File: src/rtl/pwmc_pkg.sv
package pwmc_pkg;
    typedef enum logic [1:0] {
        MODE_UP     = 2'd0,
        MODE_DOWN   = 2'd1,
        MODE_CENTER = 2'd2
    } cnt_mode_e;
endpackage

File: src/rtl/pwmc_counter.sv
module pwmc_counter #(
    parameter int CNT_W = 16
) (
    input  logic             clk,
    input  logic             rst_n,
    input  logic             run_i,
    input  logic             tick_i,
    input  logic [1:0]       mode_i,
    input  logic [CNT_W-1:0] reload_i,
    output logic [CNT_W-1:0] cnt_o,
    output logic             dir_down_o,
    output logic             upd_o,
    output logic             upd_next_o
);
    import pwmc_pkg::*;

    localparam logic [CNT_W-1:0] ZERO = '0;
    localparam logic [CNT_W-1:0] ONE  = {{(CNT_W-1){1'b0}}, 1'b1};

    typedef struct packed {
        logic [CNT_W-1:0] cnt;
        logic             dir_down;
        logic             upd;
    } ctr_state_t;

    ctr_state_t st_d, st_q;
    cnt_mode_e  mode;
    logic       adv;

    always_comb begin
        mode = cnt_mode_e'(mode_i);
        adv  = run_i & tick_i;
        st_d = st_q;
        st_d.upd = 1'b0;
        case (mode)
            MODE_DOWN: begin
                st_d.dir_down = 1'b1;
                if (adv) begin
                    if (st_q.cnt == ZERO) begin
                        st_d.cnt = reload_i;
                        st_d.upd = 1'b1;
                    end else begin
                        st_d.cnt = st_q.cnt - ONE;
                    end
                end
            end
            MODE_CENTER: begin
                if (adv) begin
                    if (reload_i == ZERO) begin
                        st_d.cnt      = ZERO;
                        st_d.dir_down = 1'b0;
                        st_d.upd      = 1'b1;
                    end else if (!st_q.dir_down) begin
                        if (st_q.cnt >= reload_i) begin
                            st_d.cnt      = reload_i - ONE;
                            st_d.dir_down = 1'b1;
                            st_d.upd      = 1'b1;
                        end else begin
                            st_d.cnt = st_q.cnt + ONE;
                        end
                    end else begin
                        if (st_q.cnt == ZERO) begin
                            st_d.cnt      = ONE;
                            st_d.dir_down = 1'b0;
                            st_d.upd      = 1'b1;
                        end else begin
                            st_d.cnt = st_q.cnt - ONE;
                        end
                    end
                end
            end
            default: begin
                st_d.dir_down = 1'b0;
                if (adv) begin
                    if (st_q.cnt >= reload_i) begin
                        st_d.cnt = ZERO;
                        st_d.upd = 1'b1;
                    end else begin
                        st_d.cnt = st_q.cnt + ONE;
                    end
                end
            end
        endcase
    end

    always_ff @(posedge clk or negedge rst_n) begin
        if (!rst_n) st_q <= '0;
        else        st_q <= st_d;
    end

    assign cnt_o      = st_q.cnt;
    assign dir_down_o = st_q.dir_down;
    assign upd_o      = st_q.upd;
    assign upd_next_o = st_d.upd;

    assert_hold_without_tick_R2: assert property (@(posedge clk) disable iff (!rst_n)
        !(run_i && tick_i) |=> $stable(st_q.cnt));

    assert_up_wrap_R3: assert property (@(posedge clk) disable iff (!rst_n)
        (run_i && tick_i && mode_i == 2'd0 && st_q.cnt >= reload_i) |=> (st_q.cnt == ZERO && st_q.upd));

    assert_down_reload_R4: assert property (@(posedge clk) disable iff (!rst_n)
        (run_i && tick_i && mode_i == 2'd1 && st_q.cnt == ZERO) |=> (st_q.cnt == $past(reload_i) && st_q.upd));

    assert_center_turn_R5: assert property (@(posedge clk) disable iff (!rst_n)
        (run_i && tick_i && mode_i == 2'd2 && !st_q.dir_down && reload_i != ZERO && st_q.cnt >= reload_i)
        |=> (st_q.dir_down && st_q.upd));
endmodule

File: src/rtl/pwmc_channel.sv
module pwmc_channel #(
    parameter int CNT_W = 16
) (
    input  logic             clk,
    input  logic             rst_n,
    input  logic [CNT_W-1:0] cnt_i,
    input  logic             upd_next_i,
    input  logic             wr_i,
    input  logic [CNT_W-1:0] wr_data_i,
    input  logic             preload_i,
    input  logic             mode2_i,
    input  logic             invert_i,
    output logic             out_o,
    output logic             match_o
);
    typedef struct packed {
        logic [CNT_W-1:0] shadow;
        logic [CNT_W-1:0] active;
    } ch_state_t;

    ch_state_t st_d, st_q;
    logic      ref_lvl;

    always_comb begin
        st_d = st_q;
        if (wr_i) st_d.shadow = wr_data_i;
        if (wr_i && !preload_i)  st_d.active = wr_data_i;
        else if (upd_next_i)     st_d.active = st_d.shadow;
    end

    always_ff @(posedge clk or negedge rst_n) begin
        if (!rst_n) st_q <= '0;
        else        st_q <= st_d;
    end

    assign ref_lvl = (cnt_i < st_q.active);
    assign out_o   = ref_lvl ^ mode2_i ^ invert_i;
    assign match_o = (cnt_i == st_q.active);

    assert_preload_hold_R11: assert property (@(posedge clk) disable iff (!rst_n)
        (preload_i && !upd_next_i) |=> $stable(st_q.active));

    assert_direct_write_R10: assert property (@(posedge clk) disable iff (!rst_n)
        (wr_i && !preload_i) |=> (st_q.active == $past(wr_data_i)));
endmodule

File: src/rtl/pwmc_timer.sv
module pwmc_timer #(
    parameter int CNT_W  = 16,
    parameter int NUM_CH = 4
) (
    input  logic                    clk,
    input  logic                    rst_n,
    input  logic                    run,
    input  logic                    tick_en,
    input  logic [1:0]              mode_sel,
    input  logic [CNT_W-1:0]        reload,
    input  logic [NUM_CH-1:0]       cmp_wr_en,
    input  logic [NUM_CH*CNT_W-1:0] cmp_wr_data,
    input  logic [NUM_CH-1:0]       cmp_preload,
    input  logic [NUM_CH-1:0]       pwm_mode2,
    input  logic [NUM_CH-1:0]       out_invert,
    output logic [NUM_CH-1:0]       pwm_out,
    output logic [NUM_CH-1:0]       cmp_match,
    output logic                    update_evt,
    output logic [CNT_W-1:0]        count,
    output logic                    count_down
);
    logic [CNT_W-1:0] cnt_w;
    logic             upd_next_w;

    pwmc_counter #(.CNT_W(CNT_W)) u_counter (
        .clk        (clk),
        .rst_n      (rst_n),
        .run_i      (run),
        .tick_i     (tick_en),
        .mode_i     (mode_sel),
        .reload_i   (reload),
        .cnt_o      (cnt_w),
        .dir_down_o (count_down),
        .upd_o      (update_evt),
        .upd_next_o (upd_next_w)
    );

    for (genvar i = 0; i < NUM_CH; i++) begin : g_ch
        pwmc_channel #(.CNT_W(CNT_W)) u_ch (
            .clk        (clk),
            .rst_n      (rst_n),
            .cnt_i      (cnt_w),
            .upd_next_i (upd_next_w),
            .wr_i       (cmp_wr_en[i]),
            .wr_data_i  (cmp_wr_data[i*CNT_W +: CNT_W]),
            .preload_i  (cmp_preload[i]),
            .mode2_i    (pwm_mode2[i]),
            .invert_i   (out_invert[i]),
            .out_o      (pwm_out[i]),
            .match_o    (cmp_match[i])
        );
    end

    assign count = cnt_w;
endmodule

File: config.mk
export PLATFORM = sky130hd
export DESIGN_NAME = pwmc_timer
export DESIGN_NICKNAME = d
export VERILOG_FILES = /design/src/rtl/pwmc_pkg.sv /design/src/rtl/pwmc_counter.sv /design/src/rtl/pwmc_channel.sv /design/src/rtl/pwmc_timer.sv
export SDC_FILE = /design/constraint.sdc
export NUM_CORES = 1
export LEC_CHECK = 0
export ABC_CLOCK_PERIOD_IN_PS = 4750
export BUFFER_PORTS_ARGS = -buffer_cell sky130_fd_sc_hd__clkbuf_2
export CAP_MARGIN = 20
export CORE_MARGIN = 2
export CORE_UTILIZATION = 59
export CTS_CLUSTER_SIZE = 24
export DETAILED_ROUTE_END_ITERATION = 8
export PLACE_DENSITY = 0.8
export REMOVE_ABC_BUFFERS = 1
export SETUP_SLACK_MARGIN = 0.2
export SYNTH_ARGS = -nofsm -noshare
export SYNTH_HDL_FRONTEND = slang
export SYNTH_HIERARCHICAL = 1
export SYNTH_SLANG_ARGS = --single-unit
File: constraint.sdc
create_clock -name clk -period 4.75 [get_ports clk]
set_clock_uncertainty 0.15 [all_clocks]
set_input_delay 0.2375 -clock clk [delete_from_list [all_inputs] [get_ports clk]]
set_output_delay 0.2375 -clock clk [all_outputs]
set_load 0.005 [all_outputs]
# == Word-level counts from Yosys, hierarchy flattened ==
# Cells that the tools add are included.
# Widths: inputs -> output; s select.
# word_totals
out_inout_bits,26
elab_cells,77
input_bits,102
ff_bits,146
# op_classes
add_sub_neg,3
muxes,28
eq_ne,7
magnitude_cmp,5
n_bitwise,9
reduce_logical,14
# ops
cell,n
$mux 16,18
$eq 16x16->1,4
$lt 16x16->1,4
$mux 18,3
$pmux 18 s2,1
$logic_not 16->1,2
$sub 16x1->16 const B,2
$add 16x1->16 const B,1
$ge 16x16->1,1
$reduce_bool 2->1,4
$xor 1x1->1,8
$logic_and 1x1->1,4
$logic_not 1->1,4
$mux 1,4
$mux 2,2
$eq 2x1->1 const B,1
$eq 2x2->1 const B,1
$ne 2x1->1 const B,1
$and 1x1->1,1

# == Depth between registers and ports, before layout ==
# logic_depth
ltp_word,8
depth_mapped,14
ltp_nobuf,11

# == By module ==
# The synthesis kept the hierarchy.
# by_module_without_submodules
module,seq_area_each_um2,cells_each,instances,area_per_inst_um2
pwmc_channel,800.8,146,4,1575.3
pwmc_counter,450.4,412,1,2917.8

# == Worst setup path after synthesis ==
# No wires, ideal clock.
# synth_timing
path_kind,register to register
from,register u_counter.st_q (netlist bit u_counter/cnt_o[15])
to,register g_ch[0].u_ch/st_q[13] (netlist bit)
setup_ps,133
arrival_ps,3147
required_time_ps,4467
slack_ps,1320
period_less_slack_ps,3430
stages_incl_launch_ff,14
n_path_buf,3
path_cell_list,dfrtp_1 ha_1 nand4_1 or4_1 a221o_1 and3_1 buf_6 buf_2 or2_1 a21oi_1 a21oi_1 clkbuf_1 nor2_1 a21oi_1
# synth_between
elab_chain_len,7
elab_cells_between_ends,13
classes_between,order compare (1); mux (10); reduce/logical (2)
# synth_rtl
element,line,text
"start, declared",pwmc_counter.sv:26,"ctr_state_t st_d, st_q;"
"start signal, assigned",pwmc_counter.sv:88,else st_q <= st_d;
$ge 16x16->1 / $logic_not 16->1 (equally long branches),-,
"$mux 2, on equally long branches","pwmc_counter.sv:54, pwmc_counter.sv:62",
$mux 18,pwmc_counter.sv:53,end else if (!st_q.dir_down) begin
$mux 18,pwmc_counter.sv:49,if (reload_i == ZERO) begin
$mux 18,pwmc_counter.sv:48,if (adv) begin
$pmux 18 s2 (*),pwmc_counter.sv:35,case (mode)
via upd_next_w,pwmc_timer.sv:23,logic upd_next_w;
$reduce_bool 2->1 (no source line) (*),-,
"end signal, assigned",pwmc_channel.sv:33,else st_q <= st_d;
"end, declared",pwmc_channel.sv:21,"ch_state_t st_d, st_q;"
# The timed path passes the listed nets; every way through them passes the cells marked *. The select of a mux whose other input is x is not followed.
# A chain may end at the register's enable or synchronous reset.

# == Worst setup path in the final report ==
# layout_timing
from,register u_counter.st_q (netlist bit u_counter/cnt_o[0])
to,register g_ch[0].u_ch/st_q[15] (netlist bit)
# The elaborated chain is that of the path after synthesis.

==> impl_results.md <==
- Status: finished clean
- Worst Path Arrival: between 3000 and 4000 ps
- Diodes inserted: 0
- Worst path max stage delay: 600 ps
- Root Buffer: clkbuf_16
- Met2 wire length: 12.9 mm
- CP max stage cell: dfrtp_1
- Max cap viols: 0
- Tmin final: 3400 ps
- Vias: 8,366
- Via density: a little under 6
- Non-Filler Instances: ~1,400
- Die span in y: 129 um
- GR Overflow Total: 0
- Cell Pwr Density: between 400 and 500 mW/mm2
- Hpwl dp: 17.6 mm
- Met3 routed wirelength: 2.28 mm
- Synth Area in XOR/XNOR: 0.0371
- Drt drc: 0
- Ys flop type: dfrtp_1
- Top routing layer in use: met4
- Commonest non-fill, non-tap cell in the layout: dfrtp_1
- Cell Chain, Critical Path: inv_1, ha_1, nor4b_2, and4_1, buf_4, nand2_1, a21oi_1, a21oi_1, a21oi_1, buf_4, a21oi_2, buf_4, nor2_1, a21oi_1
- Wire length per cell: 18.9 um
- Core Box Area: 0.0153 mm2
- Ys async rst share: 1.00
- Area grow syn2layout: 24.1%
- CP Class: reg -> reg
- Layout cell share with drive strength beyond 1: 0.235
- Top cell type's share of synthesized area: 0.396
- First-pass GRT wire length: 43.2 mm
- Crit path max fanout: 20
- P_leak: between 5 and 6 nW
- CP Launch Type: register
- Final WL: 26.7 mm
- Initial antenna violation count: 0
- Slew Limit Fails: 0
- Hold/Removal Path Class: in -> async
- Register area share after synthesis: 0.396
- Clk slew on worst S/H paths: ~60 ps
- GPL Wtd Cong: 1.11
- Drt first-iter violations: between 700 and 800
- Clk buf depth: 2
- Total CTS buffers: 17
- Synth Warn #: 6
- Required time of the critical path: about 5000 ps
- Final core occ: 0.750
- Hold WS: 133 ps
- Worst Path Buf+Inv: 4
- Synthesized-area fraction occupied by adder cells: 0.118
- Mapped Cells: 996
- Setup crit end kind: register
- Total track usage: 0.337
- RSZ-0062 raised after global routing: no
- Die width: 129 um
- Synth unique cells: 64
- Compound-Gate Fraction of Synth Area: 0.154
- RR Endpoint: g_ch[0].u_ch/st_q[15]$_DFFE_PN0P_
- FF-to-FF Start: u_counter/cnt_o[0]$_DFFE_PN0P_
- IO Count: 128
- Simple-gate share of the synthesized area: 0.141
- Largest net degree at the start of global routing: 57
- Setup slack after layout: 1350 ps
- Port-buffer cells: 127
- Num rows: 45
- Routed Antenna Nets: 0
- EDFF count, synth: 0
- Multiplexer share of the synthesized area: 0.0888
- Die Footprint: between 0.015 and 0.02 mm2
- DRT Pass-1 Iters: 5
- Final-report hold violation count: 0
- Leading cell types in the layout, fill and taps excluded: 146 x dfrtp_1, 126 x clkbuf_2, 121 x a21oi_1
- Worst vdd ir: between 0.2 and 0.3 mV
- # H-tree levels: 4
- Delay-heaviest family, CP: buffers and inverters
- Vias in the first global route: approximately 8,500
- Clock sink count: 146
- TritonCTS clock tree: built
- Syn_area_per_cell: between 9 and 10 um2
- Flop-to-flop setup slack: about 1300 ps
- Post-synthesis register bit count: approximately 150
- Relative slew slack: 0.419
- Initial Util: 0.604
- Most common cell on crit path: a21oi_1
- Yosys top cell by area: dfrtp_1
- Mapped cell area: about 0.0092 mm2
- Measured slew at the worst slew-check pin: roughly 870 ps
- Met1 WL: approximately 11 mm
- Final net count: ~1,400
- Final Setup Violations: 0
- Worst-skew pair later-pin latency: 430 ps
- Worst reg2reg path depth: 14
- Main combinational cell family by area after synthesis: compound AO/OA/AOI/OAI gates
- Setup Total Neg Slack: 0 ps
- Pre-CTS setup slack: 1430 ps
- Crit share post-route: 0.716
- Synth top area cells: dfrtp_1 40%, ha_1 12%, mux2_2 8.6%, a21oi_1 6.8%, inv_1 4.1%
- Max Fclk: 0.294 GHz
- Dpl cells: about 1,300
## where the power goes
group	internal [W]	leakage [nW]	switching, W
clock	0.000834	0.290	0.000537
combinational	0.000775	3.46	0.00121
sequential	0.00146	1.68	0.000108
total	0.00306	5.44	0.00186
## kinds of logic after synthesis
kind of cell    Yosys count
xor+xnor                 39
fa+ha+maj                87
compound gates          235
buf+inv                 153
simple gates            263
mux                      73
flops                   146
## worst register-to-register path, delay by kind of cell, from the launching register on
kind,cells,cell delay [ps]
fa+ha+maj,1,240
simple gates,4,560
compound gates,5,850
buf+inv,4,920
flops,1,600
## how the worst max path moves through the flow
stage / from / to / slack (ps) / cells past startpoint
4_1_cts: u_counter/cnt_o[0]$_DFFE_PN0P_ / g_ch[3].u_ch/st_q[13]$_DFFE_PN0P_ / 1410 / 14
5_1_grt: u_counter/cnt_o[0]$_DFFE_PN0P_ / g_ch[2].u_ch/st_q[13]$_DFFE_PN0P_ / 1100 / 14
3_3_place_gp: reload[10] / g_ch[2].u_ch/st_q[13]$_DFFE_PN0P_ / 1510 / 14
6_report: u_counter/cnt_o[0]$_DFFE_PN0P_ / g_ch[0].u_ch/st_q[15]$_DFFE_PN0P_ / 1350 / 14
2_1_floorplan: u_counter/cnt_o[11]$_DFFE_PN0P_ / g_ch[0].u_ch/st_q[0]$_DFFE_PN0P_ / 840 / 9
3_5_place_dp: reload[11] / g_ch[0].u_ch/st_q[15]$_DFFE_PN0P_ / 1430 / 14
## layout make-up
type                       count  area [um2]
clock buffer                  22         484
clock inverter                10         123
fill                        1074        3820
inverter                     102         383
multi-input combinational    697        4980
sequential                   146        3650
tap                          211         264
timing repair buffer         226        1550
## per-layer routing
metal | up-vias | track usage
li1 | 3885 | -
met2 | 408 | 0.575
met5 | - | 0
met1 | 4012 | 0.422
met3 | 61 | 0.0757
met4 | 0 | 0.123
## per-stage QoR
step,total power [W],cell area (um2)
floorplan,0.00274,9000
global placement,0.00337,10200
detailed placement,0.00344,10200
CTS,0.00488,11400
global route,0.00522,11400
finish,0.00492,11400
## sequential cells by signal, indices dropped and copies added (netlist names)
name and cells:
g_ch.u_ch/st_q 128, u_counter/cnt_o 16, u_counter/dir_down_o 1, u_counter/upd_o 1
## cell usage after synthesis (3+ instances only)
master,number
o211ai_1,6
dfrtp_1,146
o21ai_0,33
xor2_1,13
o32ai_1,4
nor4_1,6
nand2_1,58
nor3_1,16
mux2i_1,3
nand2b_1,8
mux2_2,70
xnor2_1,26
or3_1,6
o211ai_2,4
o31ai_1,3
nor4_2,4
nand4_1,19
ha_1,87
a211oi_1,13
or4_4,4
or4_1,3
a22oi_1,3
nor2_1,100
a221oi_1,6
a31oi_1,7
clkbuf_1,35
buf_2,13
nand3_1,22
nor3b_1,4
a21o_1,3
o21a_1,6
a21oi_1,125
inv_1,100
## timing repair
item	in CTS	in global routing
endpoints found under the hold margin	101	0
gates resized for setup	0	0
buffers inserted	0	0
hold buffers	65	0
Note: power is estimated with default switching activity, not from simulation.
